===== src/rtl/conv9_pkg.sv =====
package conv9_pkg;

  // Strobes from control to datapath, aligned to the pixel cycle.
  typedef struct packed {
    logic stepEn;   // accumulate pixelIn * coefficient this cycle
    logic clearAcc; // first step of a run: start from zero
    logic commit;   // last step of a run: load the result register
  } macCtrl_t;

endpackage


===== src/rtl/conv9_coef_rom.sv =====
module conv9_coef_rom #(
  parameter int DATA_W    = 16,
  parameter int TAPS      = 9,
  parameter int ROM_DEPTH = 16,
  localparam int IDX_W    = $clog2(ROM_DEPTH)
) (
  input  logic                     clk,
  input  logic                     rstN,
  input  logic [IDX_W-1:0]         coefIdx,
  output logic signed [DATA_W-1:0] coefOut
);

  // Symmetric 3x3 band-pass kernel, row major.
  function automatic logic signed [DATA_W-1:0] kernelAt(input int slot);
    case (slot)
      0, 2, 6, 8: kernelAt = DATA_W'(-1024);
      1, 7:       kernelAt = DATA_W'(2048);
      3, 5:       kernelAt = DATA_W'(-4096);
      4:          kernelAt = DATA_W'(16384);
      default:    kernelAt = '0;
    endcase
  endfunction

  logic signed [DATA_W-1:0] coefTable [ROM_DEPTH];

  for (genvar g = 0; g < ROM_DEPTH; g++) begin : gSlot
    if (g < TAPS) begin : gUsed
      assign coefTable[g] = kernelAt(g);
    end else begin : gSpare
      assign coefTable[g] = '0;
    end
  end

  // Registered read: coefficient lines up with the pixel one clock later.
  always_ff @(posedge clk or negedge rstN) begin
    if (!rstN) coefOut <= '0;
    else       coefOut <= coefTable[coefIdx];
  end

endmodule


===== src/rtl/conv9_mac_ctrl.sv =====
module conv9_mac_ctrl
  import conv9_pkg::*;
#(
  parameter int TAPS    = 9,
  localparam int CNT_W  = $clog2(TAPS + 1)
) (
  input  logic     clk,
  input  logic     rstN,
  input  logic     startIn,
  output macCtrl_t macCtrl,
  output logic     readyOut,
  output logic     setOut
);

  logic             startPrev;
  logic             busy;
  logic [CNT_W-1:0] issueCnt;
  logic [CNT_W-1:0] stepCnt;
  logic             stepPipe;   // one-clock buffer of the issue strobe
  logic             firstPipe;
  logic             beginRun;
  logic             issueNow;
  logic             lastStep;

  assign beginRun = startIn && !startPrev && !busy;
  assign issueNow = beginRun || (busy && (issueCnt < CNT_W'(TAPS)));
  assign lastStep = stepPipe &&
                    (firstPipe ? (TAPS == 1) : (stepCnt == CNT_W'(TAPS - 1)));

  always_ff @(posedge clk or negedge rstN) begin
    if (!rstN) begin
      startPrev <= 1'b0;
      busy      <= 1'b0;
      issueCnt  <= '0;
      stepCnt   <= '0;
      stepPipe  <= 1'b0;
      firstPipe <= 1'b0;
      readyOut  <= 1'b0;
      setOut    <= 1'b0;
    end else begin
      startPrev <= startIn;
      stepPipe  <= issueNow;
      firstPipe <= beginRun;

      if (beginRun) begin
        busy     <= 1'b1;
        issueCnt <= CNT_W'(1);
      end else if (busy && (issueCnt < CNT_W'(TAPS))) begin
        issueCnt <= issueCnt + 1'b1;
      end

      if (stepPipe) stepCnt <= firstPipe ? CNT_W'(1) : stepCnt + 1'b1;

      if (lastStep) busy <= 1'b0;

      setOut <= lastStep;
      if (lastStep)      readyOut <= 1'b1;
      else if (!startIn) readyOut <= 1'b0;
    end
  end

  assign macCtrl.stepEn   = stepPipe;
  assign macCtrl.clearAcc = firstPipe;
  assign macCtrl.commit   = lastStep;

  AST_SET_PULSE: assert property (@(posedge clk) disable iff (!rstN)
    setOut |=> !setOut);
  AST_SET_WITH_READY: assert property (@(posedge clk) disable iff (!rstN)
    setOut |-> readyOut);
  AST_READY_DROP: assert property (@(posedge clk) disable iff (!rstN)
    (readyOut && !startIn && !lastStep) |=> !readyOut);
  AST_STEP_IN_RUN: assert property (@(posedge clk) disable iff (!rstN)
    stepPipe |-> busy);
  AST_ISSUE_LIMIT: assert property (@(posedge clk) disable iff (!rstN)
    issueCnt <= CNT_W'(TAPS));

endmodule


===== src/rtl/conv9_mac_datapath.sv =====
module conv9_mac_datapath
  import conv9_pkg::*;
#(
  parameter int DATA_W  = 16,
  parameter int TAPS    = 9,
  localparam int PROD_W = 2 * DATA_W,
  localparam int ACC_W  = PROD_W + $clog2(TAPS)
) (
  input  logic                     clk,
  input  logic                     rstN,
  input  macCtrl_t                 macCtrl,
  input  logic signed [DATA_W-1:0] pixelIn,
  input  logic signed [DATA_W-1:0] coefIn,
  output logic signed [ACC_W-1:0]  resultOut
);

  logic signed [PROD_W-1:0] product;
  logic signed [ACC_W-1:0]  prodExt;
  logic signed [ACC_W-1:0]  accReg;
  logic signed [ACC_W-1:0]  accNext;

  // One shared multiplier feeding one adder.
  assign product = pixelIn * coefIn;
  assign prodExt = {{(ACC_W - PROD_W){product[PROD_W-1]}}, product};
  assign accNext = (macCtrl.clearAcc ? '0 : accReg) + prodExt;

  always_ff @(posedge clk or negedge rstN) begin
    if (!rstN) begin
      accReg    <= '0;
      resultOut <= '0;
    end else begin
      if (macCtrl.stepEn) accReg <= accNext;
      if (macCtrl.commit) resultOut <= accNext;
    end
  end

  AST_RESULT_HOLD: assert property (@(posedge clk) disable iff (!rstN)
    !macCtrl.commit |=> $stable(resultOut));
  AST_COMMIT_ON_STEP: assert property (@(posedge clk) disable iff (!rstN)
    macCtrl.commit |-> macCtrl.stepEn);
  AST_NO_OVERFLOW: assert property (@(posedge clk) disable iff (!rstN)
    (macCtrl.stepEn && !macCtrl.clearAcc &&
     (accReg[ACC_W-1] == prodExt[ACC_W-1]))
    |-> (accNext[ACC_W-1] == accReg[ACC_W-1]));

endmodule


===== src/rtl/conv9_mac.sv =====
module conv9_mac
  import conv9_pkg::*;
#(
  parameter int DATA_W    = 16,
  parameter int TAPS      = 9,
  parameter int ROM_DEPTH = 16,
  localparam int IDX_W    = $clog2(ROM_DEPTH),
  localparam int ACC_W    = 2 * DATA_W + $clog2(TAPS)
) (
  input  logic                     clk,
  input  logic                     rstN,
  input  logic                     startIn,
  input  logic [IDX_W-1:0]         coefIdx,
  input  logic signed [DATA_W-1:0] pixelIn,
  output logic signed [ACC_W-1:0]  resultOut,
  output logic                     readyOut,
  output logic                     setOut
);

  macCtrl_t                 macCtrl;
  logic signed [DATA_W-1:0] coefVal;

  conv9_coef_rom #(.DATA_W(DATA_W), .TAPS(TAPS), .ROM_DEPTH(ROM_DEPTH)) uRom (
    .clk(clk), .rstN(rstN), .coefIdx(coefIdx), .coefOut(coefVal)
  );

  conv9_mac_ctrl #(.TAPS(TAPS)) uCtrl (
    .clk(clk), .rstN(rstN), .startIn(startIn),
    .macCtrl(macCtrl), .readyOut(readyOut), .setOut(setOut)
  );

  conv9_mac_datapath #(.DATA_W(DATA_W), .TAPS(TAPS)) uPath (
    .clk(clk), .rstN(rstN), .macCtrl(macCtrl),
    .pixelIn(pixelIn), .coefIn(coefVal), .resultOut(resultOut)
  );

endmodule


===== config.mk =====
export PLATFORM = sky130hd
export DESIGN_NAME = conv9_mac
export DESIGN_NICKNAME = d
export VERILOG_FILES = /design/src/rtl/conv9_pkg.sv /design/src/rtl/conv9_coef_rom.sv /design/src/rtl/conv9_mac_ctrl.sv /design/src/rtl/conv9_mac_datapath.sv /design/src/rtl/conv9_mac.sv
export SDC_FILE = /design/constraint.sdc
export NUM_CORES = 1
export LEC_CHECK = 0
export BUFFER_PORTS_ARGS = -buffer_cell sky130_fd_sc_hd__buf_2
export CAP_MARGIN = 20
export CORE_ASPECT_RATIO = 0.75
export CORE_MARGIN = 3
export CORE_UTILIZATION = 65
export DETAILED_ROUTE_END_ITERATION = 6
export GPL_ROUTABILITY_DRIVEN = 0
export PLACE_DENSITY = 0.79
export SLEW_MARGIN = 20
export SYNTH_ARGS = -nofsm -noshare
export SYNTH_HDL_FRONTEND = slang
export SYNTH_HIERARCHICAL = 1
export SYNTH_SLANG_ARGS = --single-unit
export TNS_END_PERCENT = 30

===== constraint.sdc =====
create_clock -name clk -period 10.2 [get_ports clk]
set_input_delay 1.02 -clock clk [delete_from_list [all_inputs] [get_ports clk]]
set_output_delay 1.02 -clock clk [all_outputs]
set_load 0.1 [all_outputs]

==> results of run 1 <==
[kinds of logic (layout without fill, tap and decap cells)]
kind of cell | Yosys count | in the layout | share of synthesized area
mux | 51 | 51 | 0.0368
fa+ha+maj | 389 | 389 | 0.441
simple gates | 476 | 476 | 0.158
compound gates | 202 | 202 | 0.0885
flops | 90 | 90 | 0.145
xor+xnor | 62 | 62 | 0.0350
other cells | 1 | 10 | 0.000241
buf+inv | 380 | 397 | 0.0961
[worst max-delay path, delay by kind of cell]
kind            cells  cell delay (ns)
fa+ha+maj           8             3.72
buf+inv             4             0.43
xor+xnor            1             0.21
simple gates        6             1.26
compound gates      9             1.92
[cells in the final DEF, fill, tap and decap left out, types with 6 or more instances in the layout]
cell                        count
sky130_fd_sc_hd__inv_1        314
sky130_fd_sc_hd__fa_1         263
sky130_fd_sc_hd__nand2_1      154
sky130_fd_sc_hd__ha_1         126
sky130_fd_sc_hd__and2_1       124
sky130_fd_sc_hd__dfrtp_1       89
sky130_fd_sc_hd__a21oi_1       63
sky130_fd_sc_hd__nor2_1        62
sky130_fd_sc_hd__buf_2         59
sky130_fd_sc_hd__nor2b_1       55
sky130_fd_sc_hd__mux2_2        49
sky130_fd_sc_hd__xnor2_1       48
sky130_fd_sc_hd__o21ai_0       25
sky130_fd_sc_hd__nand3_1       16
sky130_fd_sc_hd__a21o_1        16
sky130_fd_sc_hd__nand2b_1      16
sky130_fd_sc_hd__xor2_1        14
sky130_fd_sc_hd__o21ai_1       13
sky130_fd_sc_hd__o21a_1        10
sky130_fd_sc_hd__conb_1        10
sky130_fd_sc_hd__clkbuf_16      9
sky130_fd_sc_hd__nand4_1        9
sky130_fd_sc_hd__nor3_1         9
sky130_fd_sc_hd__o21bai_1       8
sky130_fd_sc_hd__o211ai_1       7
sky130_fd_sc_hd__or3_1          7
sky130_fd_sc_hd__a31oi_1        6
[layout make-up]
type,instances,area share
clock buffers,9,0.0138
clock inverters,7,0.00576
inverters,316,0.0728
multi-input cells,1190,0.725
flip-flops and latches,90,0.138
well taps,300,0.0230
repair buffers,65,0.0211
[flip-flops by register name, summed over array words and instances, names as in the netlist, 4 cells and up]
signal,count
uCtrl/issueCnt,4
uCtrl/stepCnt,4
uPath/accReg,36
uPath/resultOut,36
uRom/coefOut,4
[cells in the mapped netlist (5+ instances only)]
master / number
sky130_fd_sc_hd__dfrtp_1: 90
sky130_fd_sc_hd__a211o_1: 5
sky130_fd_sc_hd__a21o_1: 16
sky130_fd_sc_hd__nor2_1: 62
sky130_fd_sc_hd__o211ai_1: 7
sky130_fd_sc_hd__o21ai_0: 25
sky130_fd_sc_hd__mux2_2: 49
sky130_fd_sc_hd__nor3_1: 9
sky130_fd_sc_hd__o21bai_1: 8
sky130_fd_sc_hd__ha_1: 126
sky130_fd_sc_hd__buf_4: 15
sky130_fd_sc_hd__nand3b_1: 5
sky130_fd_sc_hd__a31o_1: 5
sky130_fd_sc_hd__a31oi_1: 6
sky130_fd_sc_hd__nor2b_1: 55
sky130_fd_sc_hd__inv_1: 315
sky130_fd_sc_hd__nand4_1: 9
sky130_fd_sc_hd__nand3_1: 16
sky130_fd_sc_hd__nand2_1: 154
sky130_fd_sc_hd__o21a_1: 10
sky130_fd_sc_hd__o21ai_1: 13
sky130_fd_sc_hd__xor2_1: 14
sky130_fd_sc_hd__fa_1: 263
sky130_fd_sc_hd__or3_1: 7
sky130_fd_sc_hd__xnor2_1: 48
sky130_fd_sc_hd__clkbuf_1: 45
sky130_fd_sc_hd__a21oi_1: 63
sky130_fd_sc_hd__nand2b_1: 16
sky130_fd_sc_hd__and2_1: 124
[metrics by stage]
stage / cell area [um2] / setup slack, ns
finish: 16300 / 1.84
global route: 16300 / 1.46
CTS: 16300 / 1.89
detailed placement: 16000 / 1.53
global placement: 16000 / 1.72
floorplan: 15600 / 2.20
[metal layers]
| layer | wire (um) | vias up | GRT usage |
|---|---|---|---|
| li1 | - | 5182 | - |
| met2 | 16400 | 254 | 0.457 |
| met3 | 1370 | 48 | 0.0374 |
| met1 | 13900 | 5651 | 0.362 |
| met5 | 0 | - | 0 |
| met4 | 605 | 0 | 0.0660 |
[final timing paths]
| kind | cells past startpoint | start | to |
|---|---|---|---|
| worst min-delay path | 1 | rstN | uCtrl/readyOut |
| max in group asynchronous | 2 | rstN | uPath/resultOut[8] |
| worst max-delay path | 28 | pixelIn[10] | uPath/accReg[33] |
| min in group clk | 2 | uCtrl/readyOut | uCtrl/readyOut |
| worst min register to register | 2 | uCtrl/readyOut | uCtrl/readyOut |
| worst max register to register | 27 | uRom/coefOut[11] | uPath/accReg[33] |
==> flow_summary.rst, run 1 <==
.. list-table::
   :header-rows: 1

   * - Metric
     - Value
   * - Drt total wl
     - around 32000 um
   * - Final nets
     - 2084
   * - Number of placement rows
     - 48
   * - Utilization after layout
     - 0.701
   * - Post-detail-place hpwl
     - ~26000 um
   * - Outcome
     - complete, no violations
   * - Most numerous cell on the critical path
     - sky130_fd_sc_hd__fa_1
   * - Total die area
     - ~26000 um2
   * - CTS H-tree lvls
     - 3
   * - Overall Global Routing Usage
     - 0.267
   * - Initial standard-cell utilization of the core
     - 0.668
   * - Number of post-CTS setup repair buffers
     - 0
   * - Filler cell count in the final layout
     - 1839
   * - Final Hold Fails
     - 0
   * - Sequential cell area
     - approximately 2300 um2
   * - Maximum net fanout on the critical path
     - 16
   * - # port buffers
     - 60
   * - Syn Area/Cell
     - around 9.4 um2
   * - Grt ovf
     - 0
   * - Via density per instance
     - between 5 and 6
   * - Placed Cells
     - between 1500 and 2000
   * - Largest stage delay on the critical path
     - 0.59 ns
   * - Antenna cells
     - 0
   * - Number of antenna violations at the first check in global routing
     - 0
   * - Clock latency at the later pin of the worst-skew pair
     - ~0.35 ns
   * - DIE HEIGHT
     - ~140 um
   * - Remaining antenna violation count
     - 0
   * - Clock-pin slew reported for the worst setup and hold paths after clock tree synthesis
     - 0.07 ns
   * - Setup repair after global routing missed its margin
     - no
   * - Number of setup violations in the final report
     - 0
   * - Fraction of layout instances using a drive strength above 1
     - 0.0906
   * - Rel. slew slack
     - 0.505
   * - Hold-fix buffer count after cts
     - 0
   * - Data required time of the critical path
     - about 10 ns
   * - Setup TNS Final
     - 0 ns
   * - Worst-margin pin slew
     - between 0.7 and 0.8 ns
   * - Drt wl/cell
     - between 15 and 20 um
   * - CTS root buf
     - sky130_fd_sc_hd__clkbuf_16
   * - Most used flip-flop cell after synthesis
     - sky130_fd_sc_hd__dfrtp_1
   * - Max-capacitance violation count
     - 0
   * - Number of distinct library cell variants in the gate-level netlist after synthesis
     - 71
   * - Sequential area share after synthesis
     - 0.145
   * - First-pass iteration count of the detailed router
     - 5
   * - Worst setup skew after layout
     - approximately 0.0052 ns
   * - Minimum setup slack among reg-to-reg paths
     - 2.00 ns
   * - Flip-flop and latch count after synthesis
     - 90
   * - Clock buffer count from CTS
     - 9
   * - Final max-slew violation count
     - 0
   * - Area of combinational cells with multiple inputs
     - about 12000 um2
   * - TritonCTS clock tree
     - built
   * - Crit Path Category
     - input pin to register
   * - Async SR Flop Fraction
     - 1.00
   * - Area share of the largest cell type after synthesis
     - 0.339
   * - Highest-delay cell along the critical path
     - sky130_fd_sc_hd__fa_1
   * - Critical path startpoint category
     - input pin
   * - Class of the tightest hold or removal check
     - input pin to asynchronous set/reset pin
   * - Clk sink count
     - 90
   * - Post-CTS Resized
     - 0
   * - Largest net degree at the start of global routing
     - 81
   * - Post-route fraction of the period consumed by the critical path
     - 0.820
   * - Post-synthesis instance total
     - approximately 1700
   * - Number of standard cells in the final layout excluding fillers
     - ~2000
   * - Kind of capture point of the worst setup path
     - register
   * - Ys Warns
     - 6
   * - Total number of vias
     - ~11000
   * - Iteration-0 DRC count of the detailed router
     - about 620
   * - Worst Hold Margin
     - roughly 0.5 ns
   * - Global-route wire length before repair
     - 55800 um
   * - Total DRC errors in the routed layout
     - 0
   * - Die outline width
     - ~180 um
   * - Clock period minus final worst setup slack
     - 8.36 ns
   * - Placeable core area
     - about 23000 um2
   * - Area of the mapped netlist
     - 15500 um2
   * - Cell type with the highest aggregate area in the netlist
     - sky130_fd_sc_hd__fa_1
   * - Via count of the first global-routing pass
     - 11700
   * - Synth area leaders
     - sky130_fd_sc_hd__fa_1 (34%), sky130_fd_sc_hd__dfrtp_1 (15%), sky130_fd_sc_hd__ha_1 (10%)
   * - Data arrival time at the worst-slack endpoint
     - between 8 and 9 ns
   * - Area growth from synthesis to layout
     - 4.95%
   * - Max Fclk
     - around 120 MHz
   * - Number of enable-type register cells in the synthesized netlist
     - 0
   * - Number of I/O pins
     - 61
   * - Clk buf depth
     - 2
Power of run 1 is not shown: default switching activity piles up to over one toggle a cycle in this logic, so the estimate is an artifact.
==> run 2, diff against run 1 <==
--- a/config.mk
+++ b/config.mk
@@ -5,14 +5,15 @@
 export SDC_FILE = /design/constraint.sdc
 export NUM_CORES = 1
 export LEC_CHECK = 0
+export ABC_AREA = 1
 export BUFFER_PORTS_ARGS = -buffer_cell sky130_fd_sc_hd__buf_2
 export CAP_MARGIN = 20
 export CORE_ASPECT_RATIO = 0.75
 export CORE_MARGIN = 3
-export CORE_UTILIZATION = 65
+export CORE_UTILIZATION = 59
 export DETAILED_ROUTE_END_ITERATION = 6
 export GPL_ROUTABILITY_DRIVEN = 0
-export PLACE_DENSITY = 0.79
+export PLACE_DENSITY = 0.76
 export SLEW_MARGIN = 20
 export SYNTH_ARGS = -nofsm -noshare
 export SYNTH_HDL_FRONTEND = slang
==> constraint.sdc (replaced) <==
create_clock -name clk -period 7.1 [get_ports clk]
set_input_delay 0.71 -clock clk [delete_from_list [all_inputs] [get_ports clk]]
set_output_delay 0.71 -clock clk [all_outputs]
set_load 0.1 [all_outputs]
==> flow_summary.rst, run 2 <==
.. list-table::
   :header-rows: 1

   * - Metric
     - Value
   * - Post-synth top cells
     - sky130_fd_sc_hd__inv_1 (572), sky130_fd_sc_hd__nand2_1 (564), sky130_fd_sc_hd__fa_1 (263)
   * - Ys Warns
     - 6
   * - Commonest non-fill, non-tap cell in the layout
     - sky130_fd_sc_hd__inv_1
   * - Class of the tightest hold or removal check
     - input pin to asynchronous set/reset pin
   * - Largest stage delay on the critical path
     - between 0.5 and 0.6 ns
   * - CTS root buf
     - sky130_fd_sc_hd__clkbuf_16
   * - Clock-pin slew reported for the worst setup and hold paths after clock tree synthesis
     - approximately 0.070 ns
   * - Total number of vias
     - around 14000
   * - Total die area
     - between 30000 and 40000 um2
   * - Number of enable-type register cells in the synthesized netlist
     - 0
   * - First-pass iteration count of the detailed router
     - 7
   * - Post-detail-place hpwl
     - approximately 36000 um
   * - Number of antenna violations at the first check in global routing
     - 0
   * - Post-synthesis instance total
     - around 2300
   * - Top cell family by delay on the critical path
     - adder cells
   * - Clk sink count
     - 90
   * - Number of setup violations in the final report
     - 0
   * - Area growth from synthesis to layout
     - 8.19%
   * - Critical path startpoint category
     - register
   * - Cell type with the highest aggregate area in the netlist
     - sky130_fd_sc_hd__fa_1
   * - Max-capacitance violation count
     - 0
   * - Overall Global Routing Usage
     - 0.291
   * - DIE HEIGHT
     - around 150 um
   * - Via density per instance
     - between 5 and 6
   * - Drt wl/cell
     - about 16 um
   * - Drt total wl
     - 43600 um
   * - # port buffers
     - 60
   * - Kind of capture point of the worst setup path
     - register
   * - Clock buffer count from CTS
     - 9
   * - Area of the mapped netlist
     - about 17000 um2
   * - Max Fclk
     - between 100 and 150 MHz
   * - Highest-delay cell along the critical path
     - sky130_fd_sc_hd__fa_1
   * - Sequential area share after synthesis
     - 0.135
   * - Data arrival time at the worst-slack endpoint
     - between 7 and 8 ns
   * - Data required time of the critical path
     - around 7.3 ns
   * - Crit Path Category
     - register to register
   * - Synth area leaders
     - sky130_fd_sc_hd__fa_1 (32%), sky130_fd_sc_hd__dfrtp_1 (13%), sky130_fd_sc_hd__inv_1 (13%)
   * - Maximum net fanout on the critical path
     - 17
   * - Clk buf depth
     - 2
   * - Area share of the largest cell type after synthesis
     - 0.315
   * - Number of placement rows
     - 52
   * - Clock period minus final worst setup slack
     - 6.93 ns
   * - Worst setup skew after layout
     - ~0.0099 ns
   * - Worst-margin pin slew
     - 1.01 ns
   * - TritonCTS clock tree
     - built
   * - CTS H-tree lvls
     - 3
   * - Largest net degree at the start of global routing
     - 69
   * - Remaining antenna violation count
     - 0
   * - Critical path buffers and inverters
     - 4
   * - Post-route fraction of the period consumed by the critical path
     - 0.976
   * - Antenna cells
     - 0
   * - Final max-slew violation count
     - 0
   * - Placeable core area
     - ~27000 um2
   * - Commonest cells after routing, fill and taps aside
     - sky130_fd_sc_hd__inv_1 (572), sky130_fd_sc_hd__nand2_1 (562), sky130_fd_sc_hd__fa_1 (263)
   * - Flip-flop and latch count after synthesis
     - 90
   * - Iteration-0 DRC count of the detailed router
     - 1399
   * - Global-route wire length before repair
     - about 71000 um
   * - Violations in the final reports
     - DRC
   * - Worst setup startpoint
     - uRom/coefOut[13]
   * - Rel. slew slack
     - 0.327
   * - Number of I/O pins
     - slightly above 60
   * - Most numerous cell on the critical path
     - sky130_fd_sc_hd__fa_1
   * - Grt ovf
     - 0
   * - Fraction of layout instances using a drive strength above 1
     - 0.0855
   * - Final Hold Fails
     - 0
   * - Via count of the first global-routing pass
     - about 14000
   * - Setup TNS Final
     - 0 ns
   * - Number of distinct library cell variants in the gate-level netlist after synthesis
     - 46
   * - Async SR Flop Fraction
     - 1.00
   * - Initial standard-cell utilization of the core
     - 0.609
   * - Startpoint of the most critical register-to-register path
     - uRom/coefOut[13]
   * - Most numerous cell in the Yosys netlist
     - sky130_fd_sc_hd__inv_1
   * - Total DRC errors in the routed layout
     - 3
   * - Outcome
     - finished with violations
   * - Filler cell count in the final layout
     - 2402
   * - Die outline width
     - roughly 200 um
   * - Syn Area/Cell
     - around 7.4 um2
   * - Clock latency at the later pin of the worst-skew pair
     - ~0.36 ns
   * - Final nets
     - between 2000 and 3000
   * - Most used flip-flop cell after synthesis
     - sky130_fd_sc_hd__dfrtp_1
   * - Largest registers
     - uPath/accReg (36), uPath/resultOut (36)
-- run 2: logic make-up (layout without fill, tap and decap cells) --
| family | Yosys count | after routing | synth area share |
|---|---|---|---|
| simple gates | 857 | 857 | 0.209 |
| buf+inv | 668 | 711 | 0.154 |
| fa+ha+maj | 389 | 389 | 0.410 |
| compound gates | 202 | 202 | 0.0681 |
| flops | 90 | 90 | 0.135 |
| xor+xnor | 46 | 46 | 0.0241 |
| other cells | 1 | 10 | 0.000225 |
-- run 2: worst reg2reg max path: cells and delay by family (launching register included) --
kind | cells | cell delay, ns
simple gates | 7 | 1.07
flops | 1 | 0.44
buf+inv | 4 | 0.47
compound gates | 5 | 0.96
fa+ha+maj | 8 | 3.67
xor+xnor | 1 | 0.19
-- run 2: repair_timing --
action                                  CTS  global route
endpoints found under the setup margin    0            26
setup buffers                             0             4
hold buffers                              0             0
resized for setup                         0            42
-- run 2: layout make-up --
type                            count  area (um2)  area share
Clock buffer                       10         239      0.0132
Clock inverter                      6        75.1     0.00416
Inverter                          577        2170       0.120
Multi-Input combinational cell   1504       12100       0.668
Sequential cell                    90        2250       0.125
Tap cell                          378         473      0.0262
Timing Repair Buffer              118         788      0.0437
-- run 2: final timing paths --
check                                      endpoint  slack [ns]  cells past startpoint
worst min-delay path            uPath/resultOut[29]        0.26                      1
worst min register to register   uPath/resultOut[0]        0.47                      2
min in group clk                 uPath/resultOut[0]        0.47                      2
max in group asynchronous       uPath/resultOut[16]        5.64                      2
worst max-delay path               uPath/accReg[33]        0.17                     25
worst max register to register     uPath/accReg[33]        0.17                     25
-- run 2: metrics by stage --
step                cells  utilization  hold WS (ns)  worst slack (ns)  instance area (um2)
floorplan            2262            -         0.414             0.261                16700
finish               2683        0.659         0.258             0.174                18100
detailed placement   2663        0.640         0.457            -0.104                17500
global placement     2663        0.640         0.454           -0.0293                17500
CTS                  2679        0.652         0.256            0.0643                17900
global route         2683        0.659         0.265           -0.0449                18100
-- run 2: layer usage --
metal	GRT usage	vias up	part of all wire	routed length, um
li1	-	6730	-	-
met1	0.419	6927	0.44	19200
met2	0.435	681	0.43	18600
met3	0.0886	93	0.11	4820
met4	0.0668	2	0.023	1010
met5	0.00974	-	0.0011	46
Power of run 2 is left out for the same reason.
==> run 3, diff against run 2 <==
--- a/config.mk
+++ b/config.mk
@@ -10,13 +10,12 @@
 export CAP_MARGIN = 20
 export CORE_ASPECT_RATIO = 0.75
 export CORE_MARGIN = 3
-export CORE_UTILIZATION = 59
+export CORE_UTILIZATION = 57
 export DETAILED_ROUTE_END_ITERATION = 6
 export GPL_ROUTABILITY_DRIVEN = 0
-export PLACE_DENSITY = 0.76
+export PLACE_DENSITY = 0.75
 export SLEW_MARGIN = 20
 export SYNTH_ARGS = -nofsm -noshare
 export SYNTH_HDL_FRONTEND = slang
-export SYNTH_HIERARCHICAL = 1
 export SYNTH_SLANG_ARGS = --single-unit
 export TNS_END_PERCENT = 30
==> flow_summary.rst, run 3 <==
.. list-table::
   :header-rows: 1

   * - Metric
     - Value
   * - Outcome
     - complete, no violations
   * - Syn Area/Cell
     - about 7.7 um2
   * - Area growth from synthesis to layout
     - 9.18%
   * - TritonCTS clock tree
     - built
   * - Rel. slew slack
     - 0.439
   * - Worst Hold Margin
     - around 0.24 ns
   * - Synth area leaders
     - sky130_fd_sc_hd__dfrtp_1 (26%), sky130_fd_sc_hd__fa_1 (15%), sky130_fd_sc_hd__ha_1 (15%)
   * - Crit Path Category
     - register to register
   * - Number of I/O pins
     - 61
   * - Final max-slew violation count
     - 0
   * - Worst setup startpoint
     - uRom.coefOut[13]
   * - Filler cell count in the final layout
     - ~1300
   * - Clk sink count
     - 90
   * - Clock buffer count from CTS
     - 9
   * - Most numerous cell on the critical path
     - sky130_fd_sc_hd__ha_1
   * - Critical path startpoint category
     - register
   * - Commonest cells after routing, fill and taps aside
     - sky130_fd_sc_hd__nand2_1 (282), sky130_fd_sc_hd__inv_1 (220), sky130_fd_sc_hd__ha_1 (107)
   * - Async SR Flop Fraction
     - 1.00
   * - DIE HEIGHT
     - 114 um
   * - # port buffers
     - 60
   * - Most numerous cell in the Yosys netlist
     - sky130_fd_sc_hd__nand2_1
   * - Fraction of the mapped netlist area in adder cells
     - 0.305
   * - Post-Synth XOR/XNOR Area
     - 0.0229
   * - Area share of the largest cell type after synthesis
     - 0.256
   * - Global-route wire length before repair
     - 33900 um
   * - First-pass iteration count of the detailed router
     - 5
   * - Highest-delay cell along the critical path
     - sky130_fd_sc_hd__fa_1
   * - Commonest non-fill, non-tap cell in the layout
     - sky130_fd_sc_hd__nand2_1
   * - Grt ovf
     - 0
   * - Overall Global Routing Usage
     - 0.242
   * - Via count of the first global-routing pass
     - roughly 7100
   * - Total DRC errors in the routed layout
     - 0
   * - Synthesized Nets
     - between 1000 and 1500
   * - CTS root buf
     - sky130_fd_sc_hd__clkbuf_16
   * - Clock-pin slew reported for the worst setup and hold paths after clock tree synthesis
     - about 0.07 ns
   * - Sequential area share after synthesis
     - 0.256
   * - Post-route fraction of the period consumed by the critical path
     - 0.942
   * - Area of combinational cells with multiple inputs
     - about 5600 um2
   * - Maximum net fanout on the critical path
     - 16
   * - Most used flip-flop cell after synthesis
     - sky130_fd_sc_hd__dfrtp_1
   * - Startpoint of the most critical register-to-register path
     - uRom.coefOut[13]
   * - Antenna cells
     - 0
   * - Largest registers
     - uPath.accReg (36), uPath.resultOut (36)
   * - Via density per instance
     - between 5 and 6
   * - Drt total wl
     - just under 20000 um
   * - Fraction of layout instances using a drive strength above 1
     - 0.0907
   * - Data arrival time at the worst-slack endpoint
     - 6.91 ns
   * - Number of setup violations in the final report
     - 0
   * - Max Fclk
     - between 100 and 150 MHz
   * - Cell type with the highest aggregate area in the netlist
     - sky130_fd_sc_hd__dfrtp_1
   * - Simple-Gate Fraction of Synth Area
     - 0.224
   * - Hold-fix buffer count after cts
     - 0
   * - Class of the tightest hold or removal check
     - input pin to asynchronous set/reset pin
   * - Initial standard-cell utilization of the core
     - 0.595
   * - Kind of capture point of the worst setup path
     - register
   * - Largest net degree at the start of global routing
     - 68
   * - Worst setup skew after layout
     - between 0.008 and 0.009 ns
   * - Number of enable-type register cells in the synthesized netlist
     - 0
   * - Data required time of the critical path
     - 7.32 ns
   * - Total die area
     - between 15000 and 20000 um2
   * - Area of the mapped netlist
     - between 8000 and 9000 um2
   * - Die outline width
     - about 150 um
   * - CTS H-tree lvls
     - 3
   * - Remaining antenna violation count
     - 0
   * - Clk buf depth
     - 2
   * - Ys Warns
     - 0
   * - Clock latency at the later pin of the worst-skew pair
     - around 0.35 ns
   * - Final nets
     - about 1400
   * - Largest stage delay on the critical path
     - between 0.5 and 0.6 ns
   * - Total number of vias
     - 7387
   * - Post-synth top cells
     - sky130_fd_sc_hd__nand2_1 (282), sky130_fd_sc_hd__inv_1 (220), sky130_fd_sc_hd__ha_1 (107)
   * - Drt wl/cell
     - 13.8 um
   * - Reg2Reg Depth
     - 28
   * - Number of antenna violations at the first check in global routing
     - 0
   * - Iteration-0 DRC count of the detailed router
     - a little over 600
   * - Sequential cell area
     - between 2000 and 2500 um2
   * - Utilization after layout
     - 0.649
   * - Flip-flop and latch count after synthesis
     - 90
   * - Compound-Gate Fraction of Synth Area
     - 0.0832
   * - Post-synthesis instance total
     - around 1100
   * - Multiplexer share of the synthesized area
     - 0
   * - Post-detail-place hpwl
     - 15400 um
   * - Dominant combinational cell family by area after synthesis
     - adder cells
   * - Number of placement rows
     - 38
   * - Number of distinct library cell variants in the gate-level netlist after synthesis
     - 42
   * - Worst-margin pin slew
     - ~0.84 ns
   * - Placeable core area
     - around 15000 um2
   * - Clock period minus final worst setup slack
     - 6.69 ns
   * - Final Hold Fails
     - 0
   * - Max-capacitance violation count
     - 0
run 3: through the flow:
stage                     setup WS, ns  cell area (um2)  setup TNS [ns]  instances
final                            0.413             9600               0       1402
after global routing           -0.0318             9600          -0.102       1402
after CTS                        0.333             9580               0       1402
after detailed placement         0.177             9290               0       1386
after global placement           0.293             9290               0       1386
after floorplan                  0.727             8790               0       1143
run 3: logic make-up after synthesis:
group | count (synthesis)
adders and majority gates | 174
xor gates and xnor gates | 23
AOI/OAI and AO/OA | 136
buffers and inverters | 248
DFF | 90
and+or+nand+nor | 472
run 3: layout make-up:
type                    count  share of cell area
multi-input cells         805               0.583
inverters                 224              0.0877
flip-flops and latches     90               0.235
clock inverters             7             0.00743
repair buffers             67              0.0374
well taps                 200              0.0261
clock buffers               9              0.0235
run 3: what timing repair did:
| action | in CTS | in global routing |
|---|---|---|
| setup buffers | 0 | 0 |
| gates resized for setup | 0 | 8 |
| setup endpoints to repair | 0 | 17 |
run 3: routing by layer:
layer,vias up,share of wire,global-route usage
li1,3659,-,-
met1,3453,0.49,0.380
met2,253,0.43,0.361
met3,22,0.075,0.0429
met4,0,0.010,0.0354
met5,-,0,0
run 3: worst paths after layout:
path / end / slack [ns]
setup / recovery: uPath.accReg[29] / 0.41
hold / removal: uPath.resultOut[8] / 0.24
setup reg to reg: uPath.accReg[29] / 0.41
hold reg to reg: uCtrl.firstPipe / 0.43
max in group asynchronous: uRom.coefOut[11] / 5.66
min in group clk: uCtrl.firstPipe / 0.43
run 3: worst max-delay path, delay by kind of cell (launching register included):
family	cells	cell delay [ns]
buf+inv	4	0.41
xor+xnor	1	0.19
simple gates	8	0.91
flops	1	0.47
compound gates	6	1.07
fa+ha+maj	9	3.50
Power of run 3 is left out for the same reason.
